`src/rtl/bitx_pkg.sv`:
```
package bitx_pkg;

  // Distance in samples between two swap partners.
  function automatic int unsigned swap_span(input int unsigned hi, input int unsigned lo);
    return (32'd1 << hi) - (32'd1 << lo);
  endfunction

  // Width of a counter able to hold the value v.
  function automatic int unsigned cnt_width(input int unsigned v);
    return (v < 2) ? 1 : $clog2(v + 1);
  endfunction

endpackage

```
`src/rtl/bitx_arrival_ctr.sv`:
```
module bitx_arrival_ctr #(
  parameter int unsigned IDX_W = 4,
  parameter int unsigned SPAN  = 7
) (
  input  logic             clk,
  input  logic             rst_n,
  input  logic             adv,
  output logic [IDX_W-1:0] pos,
  output logic             primed,
  output logic             out_origin
);
  localparam int unsigned FILL_W = bitx_pkg::cnt_width(SPAN);
  localparam logic [FILL_W-1:0] FILL_TOP = FILL_W'(SPAN);
  localparam logic [IDX_W-1:0]  ORIGIN   = IDX_W'(SPAN);

  logic [IDX_W-1:0]  pos_q, pos_nxt;
  logic [FILL_W-1:0] fill_q, fill_nxt;

  always_comb begin
    pos_nxt  = pos_q;
    fill_nxt = fill_q;
    if (adv) begin
      pos_nxt = pos_q + 1'b1;
      if (fill_q != FILL_TOP) fill_nxt = fill_q + 1'b1;
    end
  end

  always_ff @(posedge clk or negedge rst_n) begin
    if (!rst_n) begin
      pos_q  <= '0;
      fill_q <= '0;
    end else if (adv) begin
      pos_q  <= pos_nxt;
      fill_q <= fill_nxt;
    end
  end

  assign pos        = pos_q;
  assign primed     = (fill_q == FILL_TOP);
  assign out_origin = (pos_q == ORIGIN);

  p_wrap_r2: assert property (@(posedge clk) disable iff (!rst_n)
    (adv && pos_q == {IDX_W{1'b1}}) |=> (pos_q == '0));
  p_idle_hold_r7: assert property (@(posedge clk) disable iff (!rst_n)
    !adv |=> ($stable(pos_q) && $stable(fill_q)));
  p_primed_sticky_r3: assert property (@(posedge clk) disable iff (!rst_n)
    primed |=> primed);
endmodule

```
`src/rtl/bitx_delay_line.sv`:
```
module bitx_delay_line #(
  parameter int unsigned DATA_W = 16,
  parameter int unsigned DEPTH  = 7
) (
  input  logic              clk,
  input  logic              rst_n,
  input  logic              en,
  input  logic [DATA_W-1:0] din,
  output logic [DATA_W-1:0] head,
  output logic [DATA_W-1:0] tail
);
  logic [DATA_W-1:0] stg_q   [DEPTH];
  logic [DATA_W-1:0] stg_nxt [DEPTH];

  always_comb begin
    stg_nxt[0] = din;
    for (int i = 1; i < DEPTH; i++) stg_nxt[i] = stg_q[i-1];
  end

  generate
    for (genvar g = 0; g < DEPTH; g++) begin : g_stage
      always_ff @(posedge clk or negedge rst_n) begin
        if (!rst_n)  stg_q[g] <= '0;
        else if (en) stg_q[g] <= stg_nxt[g];
      end
    end
  endgenerate

  assign head = stg_q[0];
  assign tail = stg_q[DEPTH-1];

  p_line_hold_r7: assert property (@(posedge clk) disable iff (!rst_n)
    !en |=> $stable(tail));
endmodule

```
`src/rtl/bitx_swap_ctrl.sv`:
```
module bitx_swap_ctrl #(
  parameter int unsigned DATA_W = 16,
  parameter int unsigned IDX_W  = 4,
  parameter int unsigned HI_DIM = 3,
  parameter int unsigned LO_DIM = 0
) (
  input  logic [IDX_W-1:0]  pos,
  input  logic [DATA_W-1:0] in_data,
  input  logic [DATA_W-1:0] line_tail,
  output logic              pass_sel,
  output logic [DATA_W-1:0] line_din,
  output logic [DATA_W-1:0] out_data
);
  // pass_sel high: sample goes through the line; low: bypass and recirculate.
  always_comb begin
    pass_sel = ~pos[HI_DIM] | pos[LO_DIM];
    if (pass_sel) begin
      line_din = in_data;
      out_data = line_tail;
    end else begin
      line_din = line_tail;
      out_data = in_data;
    end
  end
endmodule

```
`src/rtl/bitx_permuter.sv`:
```
module bitx_permuter #(
  parameter int unsigned DATA_W = 16,
  parameter int unsigned IDX_W  = 4,
  parameter int unsigned HI_DIM = 3,
  parameter int unsigned LO_DIM = 0
) (
  input  logic              clk,
  input  logic              rst_n,
  input  logic              in_vld,
  input  logic [DATA_W-1:0] in_data,
  output logic              out_vld,
  output logic [DATA_W-1:0] out_data,
  output logic              out_sof
);
  localparam int unsigned SPAN = bitx_pkg::swap_span(HI_DIM, LO_DIM);

  generate
    if (HI_DIM <= LO_DIM || HI_DIM >= IDX_W) begin : g_bad_dims
      $error("bitx_permuter: need IDX_W > HI_DIM > LO_DIM");
    end
  endgenerate

  logic [IDX_W-1:0]  pos;
  logic              primed, out_origin, pass_sel;
  logic [DATA_W-1:0] line_din, line_head, line_tail;

  bitx_arrival_ctr #(.IDX_W(IDX_W), .SPAN(SPAN)) u_ctr (
    .clk(clk), .rst_n(rst_n), .adv(in_vld),
    .pos(pos), .primed(primed), .out_origin(out_origin)
  );

  bitx_swap_ctrl #(.DATA_W(DATA_W), .IDX_W(IDX_W), .HI_DIM(HI_DIM), .LO_DIM(LO_DIM)) u_sel (
    .pos(pos), .in_data(in_data), .line_tail(line_tail),
    .pass_sel(pass_sel), .line_din(line_din), .out_data(out_data)
  );

  bitx_delay_line #(.DATA_W(DATA_W), .DEPTH(SPAN)) u_line (
    .clk(clk), .rst_n(rst_n), .en(in_vld), .din(line_din),
    .head(line_head), .tail(line_tail)
  );

  assign out_vld = in_vld & primed;
  assign out_sof = out_vld & out_origin;

  p_recirc_r5: assert property (@(posedge clk) disable iff (!rst_n)
    (in_vld && !pass_sel) |=> (line_head == $past(line_tail)));
  p_enter_r4: assert property (@(posedge clk) disable iff (!rst_n)
    (in_vld && pass_sel) |=> (line_head == $past(in_data)));
  p_sof_valid_r6: assert property (@(posedge clk) disable iff (!rst_n)
    out_sof |-> out_vld);
  p_sof_once_r2: assert property (@(posedge clk) disable iff (!rst_n)
    (out_sof && in_vld) |=> !out_sof);
endmodule

```
`config.mk`:
```
export PLATFORM = sky130hd
export DESIGN_NAME = bitx_permuter
export DESIGN_NICKNAME = d
export VERILOG_FILES = /design/src/rtl/bitx_pkg.sv /design/src/rtl/bitx_arrival_ctr.sv /design/src/rtl/bitx_delay_line.sv /design/src/rtl/bitx_swap_ctrl.sv /design/src/rtl/bitx_permuter.sv
export SDC_FILE = /design/constraint.sdc
export NUM_CORES = 1
export LEC_CHECK = 0
export BUFFER_PORTS_ARGS = -buffer_cell sky130_fd_sc_hd__buf_4
export CORE_UTILIZATION = 59
export DETAILED_ROUTE_END_ITERATION = 16
export GPL_TIMING_DRIVEN = 1
export MAX_ROUTING_LAYER = met4
export PLACE_DENSITY_LB_ADDON = 0.12
export SYNTH_ARGS = -nofsm -noshare
export SYNTH_HDL_FRONTEND = slang
export SYNTH_SLANG_ARGS = --single-unit
```
`constraint.sdc`:
```
create_clock -name clk -period 2 [get_ports clk]
set_clock_uncertainty 0.2 [all_clocks]
set_input_delay 0.3 -clock clk [delete_from_list [all_inputs] [get_ports clk]]
set_output_delay 0.3 -clock clk [all_outputs]
set_load 0.05 [all_outputs]
```
==> qor.log, run 1 <==
[cts] clock buffers created by TritonCTS 17
[global_routing] total track usage 0.2394
[cts] clock root cell clkbuf_8
[power] combinational fraction of design power 0.341
[synth] netlist area before placement 0.005017 mm^2
[power] Switching Fraction 0.3173
[sta] final-layout worst hold slack 55.55 ps
[power] Net Switching 3.569 mW
[synth] sequential element share of the synthesized area 0.5935
[detailed_routing] First DRT Iteration DRCs 116
[cts] clock tree from TritonCTS built
[detailed_routing] Via-to-Cell Ratio 5.524
[die] die area 0.008876 mm^2
[power] cell internal pwr 7.678 mW
[detailed_routing] Total Wirelength 9266 um
[power] maximum VDD drop 0.001068 V
[layout] signed area change from the synthesized netlist to the final layout 27.68%
[power] portion of total power attributed to sequential cells 0.377
[detailed_routing] met2 WL post-DR 4676 um
[layout] final instance count without filler cells 519
[synth] library cells used by synthesis 20
[detailed_routing] Antenna Violating Nets Remaining 0
[critical_path] worst-path maximum fanout 12
[global_routing] number of global-route vias before repair 2956
[sta] Max-Slew Margin vs Limit 0.6503
[layout] area of all placed cells without fillers 0.006406 mm^2
[critical_path] kind of start point of the critical path flip-flop
[detailed_routing] DRC violation count after routing 0
[synth] yosys synthesis warning count 0
[detailed_routing] count of TritonRoute iterations in the first routing pass 5
[detailed_routing] highest metal layer with signal wires met4
[cts] H-tree depth reported by CTS 4
[synth] synthesized instance count 336
[power] clock power share 0.283
[die] die boundary width 94.22 um
[placement] DP HPWL 4712 um
[sta] number of hold-slack violations in the final timing report 0
[layout] final core utilization 0.7797
[sta] max-slew violation count 0
[layout] diode count 0
[global_routing] initial antenna violation count 0
[layout] nets 423
[cts] total clock sinks 119
[critical_path] endpoint kind of the worst setup timing path primary output
[layout] final-layout fill cell count 458
[sta] Max Freq 436.9 MHz
[layout] sequential cell area in the final layout 0.002979 mm^2
[sta] final worst-path setup slack -288.8 ps
[die] number of top-level pins 37
[sta] RSZ-0062 raised after global routing yes
[power] total leakage power 2.843 nW
[run_status] outcome complete, but fails checks
[detailed_routing] metal1 wirelength 4180 um
[global_routing] largest net degree at the start of global routing 69
[sta] final period utilization 1.144
[sta] Worst-Margin Slew 522.8 ps
[synth] number of synthesized register bits 119
[placement] count of input and output buffers 36
[die] Core Box Area 0.008217 mm^2
[run_status] violated checks negative setup slack
[die] vertical extent of the die 94.22 um
[run] Max Cap Viol 0
[global_routing] GR Overflow Total 0
[die] number of cell rows 33
[critical_path] Worst Setup Path Type flip-flop to primary output
[sta] Setup violations, final 18
[critical_path] required time of the critical path 1500 ps
[sta] shortest clock period the worst path allows after layout 2289 ps
[placement] Post-Place Cell Area 0.005396 mm^2
[synth] total nets after synthesis 358
[placement] routability congestion estimate 0.6773
[hold_path] worst hold-check path type primary input to flip-flop
[critical_path] arrival time of the worst setup path 1790 ps
[power] pwr dens 1756 mW/mm^2
[detailed_routing] DR WL met3 311 um
[detailed_routing] total via count in the routed design 2867
[layout] area of the multi-input gates 0.001927 mm^2
[placement] # placed instances 462
[cts] deepest clock path buffer count 2
[cts] latest clock arrival within the worst-skew pair 500 ps
[synth] Mapped Avg Cell Area 14.93 um^2
[layout] share of post-route cells with drive strength above 1 0.4903
[global_routing] global-route wire length before repair 14960 um
[die] starting density of the core 0.6106
[cts] CTS clk-pin slew, worst paths 60 ps
[detailed_routing] DR WL/cell 17.85 um
==> state kept, by name, indices dropped and copies added (netlist names) <==
name            cells
u_line.head        16
u_ctr.pos           4
u_ctr.fill_q        3
u_line.tail        16
u_line.stg_nxt     80
==> kinds of logic after synthesis <==
group                      after synthesis  share of synthesized area
AOI/OAI and AO/OA                       16                    0.02394
and+or+nand+nor                         55                    0.06908
buffers and inverters                   24                    0.03042
xor gates and xnor gates                 4                   0.006984
muxes                                  115                     0.2686
adders and majority gates                3                   0.007482
DFF                                    119                     0.5935
==> layout make-up <==
class                      instances  share of cell area
sequential                       119              0.4650
multi-input combinational        193              0.3008
timing repair buffer              70              0.1152
clock buffer                      21             0.07168
clock inverter                    11             0.02676
tap                              105             0.02051
==> timing repair <==
| item | in CTS | in global routing |
|---|---|---|
| gates resized for setup | 19 | 11 |
| pin swaps | 1 | 3 |
| buffers inserted | 2 | 2 |
| setup endpoints to repair | 18 | 18 |
| cloned | 1 | 0 |
| hold buffers | 20 | 0 |
| hold endpoints to repair | 135 | 0 |
==> cell usage after synthesis (all sizes together) <==
master	n	area share
and2	1	0.0012
xnor2	2	0.0035
nor2	1	0.00075
xor2	2	0.0035
buf	21	0.028
nand2	17	0.013
nor2b	2	0.0040
nand2b	16	0.020
dfrtp	119	0.59
clkbuf	3	0.0022
ha	3	0.0075
nand4b	16	0.028
mux2	115	0.27
o211ai	16	0.024
nand4	2	0.0025
==> through the flow <==
step	total power, mW	worst slack [ps]	setup TNS [ps]
detailed placement	7.547	168.9	0
global placement	7.388	211.1	0
finish	11.25	-288.8	-4625
floorplan	6.683	10.24	0
global route	11.80	-332.0	-5449
CTS	11.16	-335.3	-4941
==> layer usage <==
layer	up-vias	global-route usage
li1	1330	-
met1	1466	0.3100
met2	58	0.3653
met3	13	0.07362
met4	0	0.07051
met5	-	-
==> worst max-delay path, cell delays in order (launching register included) <==
cell     delay, ps
dfrtp_2        440
nor2b_4        180
buf_12         190
mux2_4         320
buf_6          150
==> cell usage in the layout, fill, tap and decap left out, types with 2 or more instances in the layout <==
master         netlist  routed
nand2b_1            16      16
nand4_1              2       2
buf_4                1      24
clkinvlp_4           0       5
clkbuf_8             0       4
buf_6                3      20
ha_4                 0       2
buf_12               1       5
nand2_1             17      17
dfrtp_1            119     118
bufinv_16            0       4
clkbuf_16            0      16
mux2_2             101      99
o211ai_1            16      16
dlygate4sd3_1        0      20
xor2_1               2       2
nand4b_1            16      16
xnor2_1              2       2
mux2_4              14      16
==> final timing paths <==
path	startpoint	to	slack [ps]	cells after the start
worst max-delay path	u_ctr.pos[0]$_DFFE_PN0P_	out_data[2]	-290	4
worst min-delay path	in_vld	u_line.head[10]$_DFFE_PN0P_	60	3
worst max register to register	u_ctr.fill_q[0]$_DFFE_PN0P_	u_ctr.fill_q[1]$_DFFE_PN0P_	310	4
worst min register to register	u_ctr.fill_q[0]$_DFFE_PN0P_	u_ctr.fill_q[0]$_DFFE_PN0P_	290	1
max in group asynchronous	rst_n	u_line.stg_nxt[49]$_DFFE_PN0P_	520	3
min in group asynchronous	rst_n	u_line.stg_nxt[64]$_DFFE_PN0P_	150	3
==> power groups by stage <==
stage	sequential, mW	clock (mW)	combinational [mW]
2_1_floorplan	3.99	0	2.69
3_3_place_gp	4.15	0	3.24
3_5_place_dp	4.21	0	3.33
4_1_cts	4.22	3.23	3.71
5_1_grt	4.37	3.36	4.07
6_report	4.24	3.18	3.83
Note: power is estimated with default switching activity, not from simulation.
==> inputs of run 2 (changes only) <==
--- a/config.mk
+++ b/config.mk
@@ -10,7 +10,8 @@
 export DETAILED_ROUTE_END_ITERATION = 16
 export GPL_TIMING_DRIVEN = 1
 export MAX_ROUTING_LAYER = met4
-export PLACE_DENSITY_LB_ADDON = 0.12
+export PLACE_DENSITY = 0.78
 export SYNTH_ARGS = -nofsm -noshare
 export SYNTH_HDL_FRONTEND = slang
 export SYNTH_SLANG_ARGS = --single-unit
+export TNS_END_PERCENT = 1
==> run 2 against run 1 <==
  * The run still ends with negative setup slack left
  * Clock power down 3%
  * Maximum frequency up 0.37%
  * Total power down 2.9%
  * Register-to-register slack about the same
  * Via count up 0.17%
  * Routed wire length down 4.0%
  * Final area down 1.6%
  * Non-clock buffer count unchanged
  * Count of clock-buffer cells in the layout up 2
  * Global-route usage about the same
  * Combinational power down 6.0%
==> qor.log, run 2 (synthesis results as in run 1) <==
[detailed_routing] Via-to-Cell Ratio 5.534
[cts] latest clock arrival within the worst-skew pair 500 ps
[sta] Max Freq 438.5 MHz
[global_routing] global-route wire length before repair 15210 um
[sta] post-route setup TNS -4380 ps
[layout] flip-flop count of the largest register, all copies and words added 80
[die] Core Box Area 0.008217 mm^2
[placement] # placed instances 467
[sta] Max-Slew Margin vs Limit 0.6661
[layout] signed area change from the synthesized netlist to the final layout 25.66%
[cts] total clock sinks 119
[sta] RSZ-0062 raised after global routing yes
[sta] final period utilization 1.140
[sta] final worst-path setup slack -280.2 ps
[power] Net Switching 3.430 mW
[critical_path] kind of start point of the critical path flip-flop
[placement] DP HPWL 4838 um
[sta] number of hold-slack violations in the final timing report 0
[cts] H-tree depth reported by CTS 4
[global_routing] total track usage 0.2393
[hold_path] cell count of the worst hold path 3
[die] vertical extent of the die 94.22 um
[die] die area 0.008876 mm^2
[power] pwr dens 1731 mW/mm^2
[layout] commonest non-fill, non-tap cells in the layout dfrtp_1, mux2_2, buf_4
[critical_path] Worst Setup Path Type flip-flop to primary output
[power] total leakage power 2.833 nW
[detailed_routing] DRC violation count after routing 0
[detailed_routing] total via count in the routed design 2872
[layout] area of the multi-input gates 0.001912 mm^2
[cts] CTS clk-pin slew, worst paths 50 ps
[global_routing] number of global-route vias before repair 3073
[run_status] outcome complete, but fails checks
[die] number of top-level pins 37
[die] starting density of the core 0.6106
[layout] diode count 0
[power] portion of total power attributed to sequential cells 0.388
[sta] shortest clock period the worst path allows after layout 2280 ps
[sta] final-layout worst hold slack 36.93 ps
[placement] routability congestion estimate 0.6591
[run_status] violated checks negative setup slack
[layout] commonest non-fill, non-tap cell in the layout dfrtp_1
[layout] sequential cell area in the final layout 0.002978 mm^2
[critical_path] worst-path maximum fanout 14
[critical_path] required time of the critical path 1500 ps
[layout] nets 423
[power] clock power share 0.282
[sta] max-slew violation count 0
[cts] deepest clock path buffer count 2
[cts] clock root cell clkbuf_8
[layout] final instance count without filler cells 519
[die] die boundary width 94.22 um
[global_routing] initial antenna violation count 0
[sta] Worst-Margin Slew 500.9 ps
[layout] share of post-route cells with drive strength above 1 0.4831
[power] overall power 10.92 mW
[die] number of cell rows 33
[critical_path] length in cells of the worst reg-to-reg path 4
[hold_path] worst hold-check path type primary input to flip-flop
[detailed_routing] First DRT Iteration DRCs 117
[power] cell internal pwr 7.486 mW
[cts] clock buffers created by TritonCTS 17
[global_routing] largest net degree at the start of global routing 47
[detailed_routing] count of TritonRoute iterations in the first routing pass 4
[global_routing] GR Overflow Total 0
[detailed_routing] Total Wirelength 8898 um
[run] Max Cap Viol 0
[placement] count of input and output buffers 36
[critical_path] arrival time of the worst setup path 1780 ps
[power] combinational fraction of design power 0.330
[detailed_routing] DR WL/cell 17.14 um
[layout] final-layout fill cell count 476
[sta] Setup violations, final 18
[detailed_routing] Antenna Violating Nets Remaining 0
[power] maximum VDD drop 0.001241 V
[power] Switching Fraction 0.3142
[critical_path] endpoint kind of the worst setup timing path primary output
[cts] clock tree from TritonCTS built
## run 2: changes by cell type in the layout (fill, tap and decap cells not counted), sizes merged
cell,change
bufbuf,-1
dlygate4sd3,-3
buf,+4
clkinv,+2
clkinvlp,-4
clkbuf,+2
## run 2: path summary, 6_finish.rpt
kind	startpoint	slack, ps	end
max	u_ctr.pos[0]$_DFFE_PN0P_	-280	out_data[12]
min	in_vld	40	u_line.head[15]$_DFFE_PN0P_
max reg2reg	u_ctr.fill_q[0]$_DFFE_PN0P_	310	u_ctr.fill_q[2]$_DFFE_PN0P_
min reg2reg	u_ctr.fill_q[0]$_DFFE_PN0P_	280	u_ctr.fill_q[0]$_DFFE_PN0P_
max in group asynchronous	rst_n	880	u_line.stg_nxt[47]$_DFFE_PN0P_
min in group asynchronous	rst_n	110	u_line.tail[1]$_DFFE_PN0P_
## run 2: worst max-delay path: stages, from the launching register on
cell and delay [ps]:
dfrtp_1 410, nor2b_4 180, buf_8 190, mux2_4 310, buf_4 190
## run 2: final cells by class
cell class | count | area share
clock buffers | 23 | 0.07243
clock inverters | 9 | 0.02342
multi-input cells | 193 | 0.3032
flip-flops and latches | 119 | 0.4723
well taps | 105 | 0.02084
repair buffers | 70 | 0.1078
## run 2: layer usage
layer,global-route usage,wire (um),vias to the layer above
met2,0.3629,4474,53
met3,0.06230,284,11
met5,-,0,-
met4,0.1090,141,0
li1,-,-,1329
met1,0.3033,3999,1479
## run 2: power groups by stage
stage	sequential [mW]	clock [mW]	combinational, mW
after floorplan	3.99	0	2.69
after global placement	4.15	0	3.23
after detailed placement	4.21	0	3.32
after CTS	4.22	3.13	3.54
after global routing	4.39	3.25	3.83
final	4.24	3.08	3.60
## run 2: per-stage QoR
| stage | util | instance area, um^2 | setup slack, ps |
|---|---|---|---|
| floorplan | - | 5017 | 10.24 |
| global placement | 0.6613 | 5434 | 213.8 |
| detailed placement | 0.6613 | 5434 | 188.0 |
| CTS | 0.7631 | 6270 | -304.6 |
| global route | 0.7673 | 6305 | -343.2 |
| finish | 0.7673 | 6305 | -280.2 |
## run 2: repair_timing
item / 4_1_cts / 5_1_grt
setup endpoints to repair: 18 / 18
pin swaps: 0 / 1
gates resized for setup: 13 / 6
hold buffers: 17 / 0
hold endpoints to repair: 118 / 0
setup buffers: 2 / 1
==> inputs of run 3 (changes only) <==
--- a/config.mk
+++ b/config.mk
@@ -10,7 +10,7 @@
 export DETAILED_ROUTE_END_ITERATION = 16
 export GPL_TIMING_DRIVEN = 1
 export MAX_ROUTING_LAYER = met4
-export PLACE_DENSITY = 0.78
+export PLACE_DENSITY_LB_ADDON = 0.1
 export SYNTH_ARGS = -nofsm -noshare
 export SYNTH_HDL_FRONTEND = slang
 export SYNTH_SLANG_ARGS = --single-unit
==> run 3 against run 2 <==
  * The flow still finishes with violations (negative setup slack)
  * Critical endpoint is now out_data[11]
  * Sequential power about the same
  * Largest power group unchanged
  * Critical path depth unchanged
  * Utilization rose by 0.30 points
  * Die area unchanged
  * Flip-flop and latch count unchanged
  * First-iteration DRC count increased by 6.0%
==> qor.log, run 3 (synthesis results as in run 1) <==
[global_routing] number of global-route vias before repair 2889
[sta] final-layout worst hold slack 86.23 ps
[critical_path] internal reg-to-reg setup slack 300 ps
[critical_path] Crit path largest cell delay 430 ps
[die] die boundary width 94.22 um
[layout] area of the multi-input gates 0.001912 mm^2
[die] vertical extent of the die 94.22 um
[sta] Setup violations, final 18
[run] Max Cap Viol 0
[layout] sequential cell area in the final layout 0.002978 mm^2
[cts] CTS clk-pin slew, worst paths 60 ps
[power] overall power 11.14 mW
[die] starting density of the core 0.6106
[cts] clock root cell clkbuf_8
[run_status] violated checks negative setup slack
[cts] latest clock arrival within the worst-skew pair 500 ps
[critical_path] required time of the critical path 1500 ps
[detailed_routing] First DRT Iteration DRCs 124
[die] Core Box Area 0.008217 mm^2
[detailed_routing] count of TritonRoute iterations in the first routing pass 4
[placement] count of input and output buffers 36
[layout] flip-flop count of the largest register, all copies and words added 80
[detailed_routing] Via-to-Cell Ratio 5.453
[cts] total clock sinks 119
[power] pwr dens 1760 mW/mm^2
[hold_path] worst hold-check path type primary input to flip-flop
[layout] final core utilization 0.7704
[run_status] outcome complete, but fails checks
[placement] # placed instances 462
[cts] clock tree from TritonCTS built
[critical_path] ordered list of cells on the worst path nor2b_4 -> buf_6 -> mux2_4 -> buf_8
[detailed_routing] DRC violation count after routing 0
[global_routing] largest net degree at the start of global routing 87
[sta] Max Freq 436.3 MHz
[detailed_routing] Antenna Violating Nets Remaining 0
[global_routing] global-route wire length before repair 14340 um
[global_routing] GR Overflow Total 0
[layout] final instance count without filler cells 514
[die] number of cell rows 33
[global_routing] total track usage 0.2264
[cts] H-tree depth reported by CTS 4
[die] number of top-level pins 37
[critical_path] kind of start point of the critical path flip-flop
[cts] clock buffers created by TritonCTS 17
[sta] Max-Slew Margin vs Limit 0.7043
[critical_path] Worst Setup Path Type flip-flop to primary output
[layout] commonest non-fill, non-tap cells in the layout dfrtp_1, mux2_2, buf_4
[sta] final period utilization 1.146
[layout] nets 418
[layout] share of post-route cells with drive strength above 1 0.4841
[power] maximum VDD drop 0.0009228 V
[power] total leakage power 2.824 nW
[global_routing] initial antenna violation count 0
[critical_path] arrival time of the worst setup path 1790 ps
[sta] shortest clock period the worst path allows after layout 2292 ps
[placement] routability congestion estimate 0.6748
[critical_path] Max stage delay cell, worst path dfrtp_1
[die] die area 0.008876 mm^2
[cts] deepest clock path buffer count 2
[detailed_routing] Total Wirelength 8893 um
[sta] number of hold-slack violations in the final timing report 0
[placement] DP HPWL 4624 um
[sta] post-route setup TNS -4490 ps
[detailed_routing] DR WL/cell 17.30 um
[layout] diode count 0
[layout] final-layout fill cell count 471
[sta] RSZ-0062 raised after global routing yes
[detailed_routing] total via count in the routed design 2803
[layout] commonest non-fill, non-tap cell in the layout dfrtp_1
[sta] max-slew violation count 0
[layout] signed area change from the synthesized netlist to the final layout 26.16%
[sta] final worst-path setup slack -291.9 ps
[sta] Worst-Margin Slew 443.6 ps
[critical_path] endpoint kind of the worst setup timing path primary output
[critical_path] worst-path maximum fanout 7
[run 3: cell types whose count changed in the layout (fill, tap and decap cells not counted)]
cell	before	now
clkinv_4	0	1
bufbuf_16	0	1
clkbuf_8	3	2
buf_8	1	6
buf_6	11	16
buf_4	36	22
buf_12	5	3
clkinvlp_4	1	4
clkbuf_1	4	1
[run 3: final cells by class]
cell class / count / area share
clock inverter: 13 / 0.02827
clock buffer: 19 / 0.06820
sequential: 119 / 0.4704
timing repair buffer: 65 / 0.1103
multi-input combinational: 193 / 0.3020
tap: 105 / 0.02076
[run 3: per-stage QoR]
step                      cell area (um^2)  setup slack [ps]
after detailed placement              5384             203.7
after global routing                  6330            -345.3
final                                 6330            -291.9
after floorplan                       5017             10.24
after global placement                5384             223.7
after CTS                             6332            -305.0
[run 3: worst paths after layout]
check / startpoint / endpoint / depth (start not counted)
hold / removal: in_vld / u_line.stg_nxt[26]$_DFFE_PN0P_ / 2
min in group asynchronous: rst_n / u_line.stg_nxt[18]$_DFFE_PN0P_ / 3
setup / recovery: u_ctr.pos[0]$_DFFE_PN0P_ / out_data[11] / 4
max in group asynchronous: rst_n / u_line.stg_nxt[42]$_DFFE_PN0P_ / 3
setup reg to reg: u_ctr.fill_q[0]$_DFFE_PN0P_ / u_ctr.fill_q[1]$_DFFE_PN0P_ / 4
hold reg to reg: u_line.stg_nxt[42]$_DFFE_PN0P_ / u_line.stg_nxt[26]$_DFFE_PN0P_ / 1
[run 3: power by group]
group	total [mW]	switching, mW	internal [mW]
logic	3.82	1.81	2.01
clock network	3.10	1.06	2.05
registers	4.22	0.672	3.55
[run 3: worst max-delay path, delay by kind of cell, from the launching register on]
kind / cells / cell delay, ps
muxes: 1 / 330
and+or+nand+nor: 1 / 190
buffers and inverters: 2 / 340
DFF: 1 / 430
[run 3: per-layer routing]
metal / GRT usage / vias up / wire (um)
met4: 0.07692 / 0 / 91
met1: 0.2951 / 1414 / 4128
met2: 0.3406 / 48 / 4415
met5: - / - / 0
met3: 0.06634 / 8 / 257
li1: - / 1333 / -
[run 3: repair_timing]
| item | CTS | global route |
|---|---|---|
| pin swaps | 1 | 0 |
| resized for setup | 23 | 12 |
| setup buffers | 3 | 0 |
| endpoints found under the setup margin | 18 | 18 |
| gates cloned | 2 | 0 |
| endpoints found under the hold margin | 135 | 0 |
| hold buffers | 17 | 0 |
